===== src/rtl/fz_pkg.sv =====
package fz_pkg;
  typedef enum logic [1:0] {
    ST_RUN       = 2'd0,
    ST_WAIT_BUS  = 2'd1,
    ST_WAIT_IDLE = 2'd2,
    ST_FROZEN    = 2'd3
  } fz_state_e;

  localparam int PROTO_W = 3;
  localparam logic [PROTO_W-1:0] PS_IDLE     = 3'd0;
  localparam logic [PROTO_W-1:0] PS_INTERMIS = 3'd3;
  localparam logic [PROTO_W-1:0] PS_ERR_PASS = 3'd4;
  localparam logic [PROTO_W-1:0] PS_BUS_OFF  = 3'd5;

  function automatic logic proto_is_safe(input logic [PROTO_W-1:0] ps);
    return (ps == PS_IDLE) || (ps == PS_INTERMIS) ||
           (ps == PS_ERR_PASS) || (ps == PS_BUS_OFF);
  endfunction
endpackage


===== src/rtl/fz_req_qual.sv =====
module fz_req_qual #(
  parameter int NUM_ENG = 4
) (
  input  logic                        halt_req,
  input  logic                        frz_en,
  input  logic                        dbg_mode,
  input  logic                        low_pwr,
  input  logic [fz_pkg::PROTO_W-1:0]  proto_state,
  input  logic [NUM_ENG-1:0]          eng_busy,
  output logic                        req,
  output logic                        bus_safe,
  output logic                        eng_idle
);
  logic [NUM_ENG:0] idle_chain;

  assign idle_chain[0] = 1'b1;
  for (genvar g = 0; g < NUM_ENG; g++) begin : g_idle
    assign idle_chain[g+1] = idle_chain[g] & ~eng_busy[g];
  end

  assign req      = (halt_req | dbg_mode) & frz_en & ~low_pwr;
  assign bus_safe = fz_pkg::proto_is_safe(proto_state);
  assign eng_idle = idle_chain[NUM_ENG];
endmodule


===== src/rtl/fz_seq_fsm.sv =====
module fz_seq_fsm (
  input  logic              clk,
  input  logic              rst_n,
  input  logic              req,
  input  logic              bus_safe,
  input  logic              eng_idle,
  output fz_pkg::fz_state_e state,
  output logic              frozen
);
  import fz_pkg::*;

  fz_state_e state_q, state_d;

  always_comb begin
    state_d = state_q;
    unique case (state_q)
      ST_RUN:       if (req) state_d = ST_WAIT_BUS;
      ST_WAIT_BUS:  if (!req) state_d = ST_RUN;
                    else if (bus_safe) state_d = ST_WAIT_IDLE;
      ST_WAIT_IDLE: if (!req) state_d = ST_RUN;
                    else if (eng_idle) state_d = ST_FROZEN;
      ST_FROZEN:    if (!req) state_d = ST_RUN;
      default:      state_d = ST_RUN;
    endcase
  end

  always_ff @(posedge clk or negedge rst_n) begin
    if (!rst_n) state_q <= ST_RUN;
    else        state_q <= state_d;
  end

  assign state  = state_q;
  assign frozen = (state_q == ST_FROZEN);
endmodule


===== src/rtl/fz_err_cnt.sv =====
module fz_err_cnt #(
  parameter int CNT_W = 16
) (
  input  logic             clk,
  input  logic             rst_n,
  input  logic             frozen,
  input  logic             wr_en,
  input  logic [CNT_W-1:0] wdata,
  output logic [CNT_W-1:0] value,
  output logic             wr_allow
);
  logic [CNT_W-1:0] value_q;

  assign wr_allow = frozen;

  always_ff @(posedge clk or negedge rst_n) begin
    if (!rst_n)                 value_q <= '0;
    else if (wr_en && wr_allow) value_q <= wdata;
  end

  assign value = value_q;
endmodule


===== src/rtl/fz_bt_check.sv =====
module fz_bt_check #(
  parameter int SEG_W  = 3,
  parameter int MIN_TQ = 8
) (
  input  logic [SEG_W-1:0] prop_seg,
  input  logic [SEG_W-1:0] pseg1,
  input  logic [SEG_W-1:0] pseg2,
  output logic             cfg_err
);
  localparam int TQ_W = SEG_W + 3;
  // sync quantum plus each field stored as length minus one
  localparam logic [TQ_W-1:0] FIXED_TQ = TQ_W'(4);

  logic [TQ_W-1:0] tq_per_bit;

  assign tq_per_bit = FIXED_TQ + TQ_W'(prop_seg) + TQ_W'(pseg1) + TQ_W'(pseg2);
  assign cfg_err    = (tq_per_bit < TQ_W'(MIN_TQ));
endmodule


===== src/rtl/can_freeze_seq.sv =====
module can_freeze_seq #(
  parameter int NUM_ENG = 4,
  parameter int CNT_W   = 16,
  parameter int SEG_W   = 3,
  parameter int MIN_TQ  = 8
) (
  input  logic                       clk,
  input  logic                       rst_n,
  input  logic                       halt_req,
  input  logic                       frz_en,
  input  logic                       dbg_mode,
  input  logic                       low_pwr,
  input  logic [fz_pkg::PROTO_W-1:0] proto_state,
  input  logic [NUM_ENG-1:0]         eng_busy,
  input  logic                       rx_pin,
  input  logic                       tx_core,
  output logic                       rx_core,
  output logic                       tx_pin,
  output logic                       presc_stop,
  input  logic                       ecnt_wr_en,
  input  logic [CNT_W-1:0]           ecnt_wdata,
  output logic [CNT_W-1:0]           ecnt_value,
  output logic                       ecnt_wr_allow,
  input  logic [SEG_W-1:0]           prop_seg,
  input  logic [SEG_W-1:0]           pseg1,
  input  logic [SEG_W-1:0]           pseg2,
  output logic                       cfg_err,
  output logic                       not_rdy,
  output logic                       frz_ack
);
  logic              req;
  logic              bus_safe;
  logic              eng_idle;
  logic              frozen;
  logic              in_wait_idle;
  fz_pkg::fz_state_e seq_state;

  fz_req_qual #(.NUM_ENG(NUM_ENG)) u_qual (
    .halt_req(halt_req), .frz_en(frz_en), .dbg_mode(dbg_mode),
    .low_pwr(low_pwr), .proto_state(proto_state), .eng_busy(eng_busy),
    .req(req), .bus_safe(bus_safe), .eng_idle(eng_idle)
  );

  fz_seq_fsm u_fsm (
    .clk(clk), .rst_n(rst_n), .req(req), .bus_safe(bus_safe),
    .eng_idle(eng_idle), .state(seq_state), .frozen(frozen)
  );

  fz_err_cnt #(.CNT_W(CNT_W)) u_ecnt (
    .clk(clk), .rst_n(rst_n), .frozen(frozen), .wr_en(ecnt_wr_en),
    .wdata(ecnt_wdata), .value(ecnt_value), .wr_allow(ecnt_wr_allow)
  );

  fz_bt_check #(.SEG_W(SEG_W), .MIN_TQ(MIN_TQ)) u_bt (
    .prop_seg(prop_seg), .pseg1(pseg1), .pseg2(pseg2), .cfg_err(cfg_err)
  );

  assign in_wait_idle = (seq_state == fz_pkg::ST_WAIT_IDLE);

  // pin isolation: both directions forced recessive while frozen
  assign rx_core    = frozen ? 1'b1 : rx_pin;
  assign tx_pin     = frozen ? 1'b1 : tx_core;
  assign presc_stop = frozen;
  assign not_rdy    = frozen;
  assign frz_ack    = frozen;
endmodule


===== config.mk =====
export PLATFORM = sky130hd
export DESIGN_NAME = can_freeze_seq
export DESIGN_NICKNAME = d
export VERILOG_FILES = /design/src/rtl/fz_pkg.sv /design/src/rtl/fz_req_qual.sv /design/src/rtl/fz_seq_fsm.sv /design/src/rtl/fz_err_cnt.sv /design/src/rtl/fz_bt_check.sv /design/src/rtl/can_freeze_seq.sv
export SDC_FILE = /design/constraint.sdc
export NUM_CORES = 1
export LEC_CHECK = 0
export ABC_AREA = 1
export BUFFER_PORTS_ARGS = -buffer_cell sky130_fd_sc_hd__clkbuf_2
export CAP_MARGIN = 20
export CORE_MARGIN = 4
export CORE_UTILIZATION = 34
export CTS_CLUSTER_SIZE = 14
export DETAILED_ROUTE_END_ITERATION = 12
export GPL_ROUTABILITY_DRIVEN = 1
export PLACE_DENSITY = 0.71
export SYNTH_ARGS = -nofsm -noshare
export SYNTH_HDL_FRONTEND = slang
export SYNTH_SLANG_ARGS = --single-unit

===== constraint.sdc =====
create_clock -name clk -period 3.5 [get_ports clk]
set_input_delay 0.35 -clock clk [delete_from_list [all_inputs] [get_ports clk]]
set_output_delay 0.35 -clock clk [all_outputs]
set_load 0.02 [all_outputs]

# --- Word level (Yosys, flattened, before mapping) ---
# Index checks and enable logic that the tools add are counted.
op_classes:
  bitwise_logic: 11
  addsub: 3
  eq_ne: 10
  magnitude_cmp: 1
  n_reduce_logical: 7
  n_mux: 9
ops:
  columns: ["op", "n"]
  rows:
  - ["6-bit by 3-bit adder with 6-bit output", 2]
  - ["2-bit 2-to-1 mux", 6]
  - ["2-bit one-hot mux with 4 select lines", 1]
  - ["3-bit equality test (second input constant)", 2]
  - ["6-bit by 4-bit < comparator with 1-bit output (second input constant)", 1]
  - ["3-bit inequality test (second input constant)", 2]
  - ["1-bit bitwise AND", 5]
  - ["1-bit NOT", 5]
  - ["3-bit by 3-bit adder with 4-bit output (first input constant)", 1]
  - ["2-bit equality test (second input constant)", 2]
  - ["4-bit AND reduction", 1]
  - ["3-bit by 2-bit equality test with 1-bit output (second input constant)", 1]
  - ["3-bit zero test", 1]
  - ["1-bit logical OR", 3]
  - ["2-bit by 1-bit equality test with 1-bit output (second input constant)", 1]
  - ["2-bit zero test", 1]
  - ["1-bit 2-to-1 mux", 2]
  - ["2-bit by 1-bit inequality test with 1-bit output (second input constant)", 1]
  - ["2-bit inequality test (second input constant)", 1]
  - ["1-bit logical AND", 1]
  - ["1-bit OR", 1]
totals:
  regBits: 18
  output_inout_bits: 23
  in_bits: 41

# --- Logic depth before layout (Yosys ltp) ---
depth:
  depth_word: 7
  mapped_depth: 9

# --- By module ---
# A second synthesis with hierarchy kept.
hier_totals:
  cells_unflattened: 128
  area_unflattened_um2: 1047.3
modules_own_cells:
  columns: ["module", "area_each_um2", "instances", "cells_each"]
  rows:
  - ["fz_err_cnt", 698.2, 1, 71]
  - ["fz_seq_fsm", 140.1, 1, 22]
  - ["fz_bt_check", 125.1, 1, 16]
  - ["fz_req_qual", 50.0, 1, 12]
  - ["can_freeze_seq", 33.8, 1, 7]

# --- Worst setup path before layout ---
# Ideal clock, no wire load.
synth_path:
  path_type: "input -> output"
  from: "in pseg1[2]"
  to: "out cfg_err"
  arrival_time_ns: 1.497
  setup_slack_ns: 1.653
  required_ns: 3.150
  path_stages: 6
  path_buffers: 0
  path_cell_list: "inv_1 fa_1 inv_1 ha_1 nor3_1 o21a_1"
synth_via:
  elab_chain_cells: 3
synth_rtl:
  columns: ["element", "line", "text"]
  rows:
  - ["from (decl)", "can_freeze_seq.sv:25", "input logic [SEG_W-1:0] pseg1,"]
  - ["6-bit by 3-bit adder with 6-bit output (2 in a row)", "fz_bt_check.sv:16", "assign tq_per_bit = FIXED_TQ + TQ_W'(prop_seg) + TQ_W'(pseg1) + TQ_W'(pseg2);"]
  - ["6-bit by 4-bit < comparator with 1-bit output", "fz_bt_check.sv:17", "assign cfg_err = (tq_per_bit < TQ_W'(MIN_TQ));"]
  - ["to (decl)", "can_freeze_seq.sv:27", "output logic cfg_err,"]
# Every way passes these cells.

# --- Worst setup path after layout ---
layout_path:
  from: "in prop_seg[2]"
  to: "out cfg_err"
layout_via:
  elab_chain_cells: 4
layout_rtl:
  columns: ["element", "line", "text"]
  rows:
  - ["from (decl)", "can_freeze_seq.sv:24", "input logic [SEG_W-1:0] prop_seg,"]
  - ["3-bit by 3-bit adder with 4-bit output", "fz_bt_check.sv:16", null]
  - ["6-bit by 3-bit adder with 6-bit output (2 in a row)", "fz_bt_check.sv:16", null]
  - ["6-bit by 4-bit < comparator with 1-bit output", "fz_bt_check.sv:17", null]
# Every way passes these cells.

==> impl_metrics.yaml <==
timing:
  fin_skew_ns: 0.00116
  rsz0062_at_grt: "false"
  worst-slew-pin-transition_ns: 0.426
  finalMaxSlewViolations: 0
  setup_tns_ns: 0
  finalCritPeriodShare_pct: 59.2
  timing.fmax_mhz: 483
  maxSlewHeadroom_pct: 71.6
  finalHoldViolCount: 0
  fin_crit_ns: 2.07
  finalSetupViolations: 0
  timing.hold.ws_ns: 0.283
power:
  netSwitchingFraction_pct: 35.2
  comb_power_share_pct: 39.9
  p_sw_w: 0.000255
  clockPowerShare_pct: 17.3
  power_density_mw_per_mm2: 525
  ir_worst_vdd_v: 0.000282
  seqPwrFrac_pct: 42.7
  p_leak_nw: 0.877
  power_w: 0.000724
  internal-power_w: 0.000469
critical_path:
  cp-start-kind: "primary input"
  slowest_stage: "fa_1"
  cp_data_required_time_ns: 3.15
  cp_common_cell: "clkbuf_2"
  crit_buf_inv: 3
  cp_top_family: "adder cells"
  max_stage_delay_ns: 0.54
  crit_type: "in -> out"
  arrival_ns: 1.72
  path_cells: "clkbuf_2 > fa_1 > inv_1 > ha_1 > nor3_1 > o21a_1 > clkbuf_2"
  crit_path_end_kind: "output pin"
  cp_max_fo: 2
  r2r_slack_ns: 2.16
clock_tree:
  clk_transition_reported_paths_ns: 0.10
  cts.repair.resized: 0
  clockRootBuffer: "clkbuf_4"
  cts.sinks: 18
  clockBufferDepth: 2
  numCtsBuffers: 3
  clk_latency_ns: 0.29
  cts_tree: "yes"
  htree_levels: 1
detailed_routing:
  ant_nets: 0
  drc: 0
  wl_microns: 2110
  drt_pass1_iterations: 4
  drt_iter0_drc: 22
  vias_per_cell: 4.54
  routedWlPerCell_microns: 11.1
  vias: 863
synthesis:
  synth_largest_area_cell: "dfrtp_1"
  synth_top_area_share_pct: 44.1
  ys_seq_elements: 18
  synth_area_sq_mm: 0.00102
  synth.distinct_cells: 21
  syn_nets: 141
  synthTopCellsByArea: "dfrtp_1 (44%), mux2_4 (15%), mux2_2 (6.6%)"
  synth_cells: 95
  ys_seq_area_share_pct: 44.1
  ys_warn_count: 0
  synth_area_per_cell_sq_um: 10.8
global_routing:
  grt_max_degree: 19
  grt_pass1_vias: 951
  track_usage_pct: 11.7
  antenna_found_initial: 0
  overflow: 0
  grt_pass1_wl_microns: 3820
floorplan:
  die_h_microns: 62.8
  die_w_microns: 62.8
  coreArea_sq_mm: 0.00281
  rows: 19
  die_area_sq_mm: 0.00395
  start_util_pct: 36.4
  io-pin-count: 64
flow_run:
  maxCapViolations: 0
layout:
  final_cell_mix: "clkbuf_2 (63), dfrtp_1 (18), nand2_1 (15), inv_1 (13), mux2_4 (10)"
  fin_nets: 206
  area_delta_synth_final_pct: 35.0
  final_area_sq_mm: 0.00138
  layout_commonest_cell: "clkbuf_2"
  diodes: 0
  layout-drive-gt1-share_pct: 56.0
  fin_cells: 190
placement:
  post-place-cells: 185
  portBuffers: 63
  postPlaceCellArea_sq_mm: 0.00133
  gp_congestion: 0.707
  hpwl_microns: 1800
outcome:
  status: "finished clean"
hold_path:
  hp-class: "in -> reg"
area by class of cell:
type / instances / area [sq um]
fill: 259 / 1430
inverter: 14 / 52.6
tap: 31 / 38.8
sequential: 18 / 450
timing repair buffer: 64 / 325
multi-input combinational: 59 / 477
clock buffer: 4 / 36.3
state kept, by name, indices dropped and copies added, names as in the netlist:
signal	flops
u_ecnt.value	16
u_fsm.state	2
power by group through the flow:
stage | sequential, W | clock [W] | combinational (W)
2_1_floorplan | 0.000379 | 0 | 0.000118
3_3_place_gp | 0.000309 | 0 | 0.000284
3_5_place_dp | 0.000312 | 0 | 0.000293
4_1_cts | 0.000310 | 0.000131 | 0.000294
5_1_grt | 0.000319 | 0.000143 | 0.000315
6_report | 0.000309 | 0.000125 | 0.000289
logic make-up after synthesis:
family | after synthesis | synth area share [%]
buffers and inverters | 18 | 9.30
adders and majority gates | 5 | 7.59
AOI/OAI and AO/OA | 4 | 2.94
and+or+nand+nor | 34 | 14.8
DFF | 18 | 44.1
muxes | 16 | 21.3
synthesized netlist by cell type:
master     n
buf_12     1
a211o_2    1
buf_4      3
mux2_2     6
nand3_1    4
dfrtp_1   18
o211ai_1   1
nor2_1     9
nor3_1     1
o21a_1     1
a21oi_1    1
nand2_4    1
nand2_1   15
mux2_4    10
ha_1       3
nand4_1    1
or2_2      2
inv_1     13
inv_2      1
nand2_2    1
fa_1       2
per-stage QoR:
step,util [%],setup slack (ns)
after global routing,49.2,1.35
after CTS,49.2,1.42
after floorplan,-,1.65
after detailed placement,47.5,1.42
final,49.2,1.43
after global placement,47.5,1.49
path summary, 6_finish.rpt:
path,from,to,depth (start not counted)
min reg2reg,u_ecnt.value[4],u_ecnt.value[4],1
min,ecnt_wdata[14],u_ecnt.value[14],2
min in group asynchronous,rst_n,u_ecnt.value[7],2
max,prop_seg[2],cfg_err,7
max in group asynchronous,rst_n,u_fsm.state[1],2
max reg2reg,u_fsm.state[0],u_ecnt.value[5],4
timing repair:
item / CTS / global route
setup buffers: 0 / 0
endpoints found under the hold margin: 18 / 0
hold buffers: 1 / 0
layer usage:
metal / vias to the layer above / share of wire [%] / track usage, %
li1: 428 / - / -
met1: 380 / 41 / 12.9
met2: 53 / 48 / 21.0
met3: 2 / 11 / 3.24
met4: 0 / 0.57 / 4.96
met5: - / 0 / 0
Note: power is estimated with default switching activity, not from simulation.
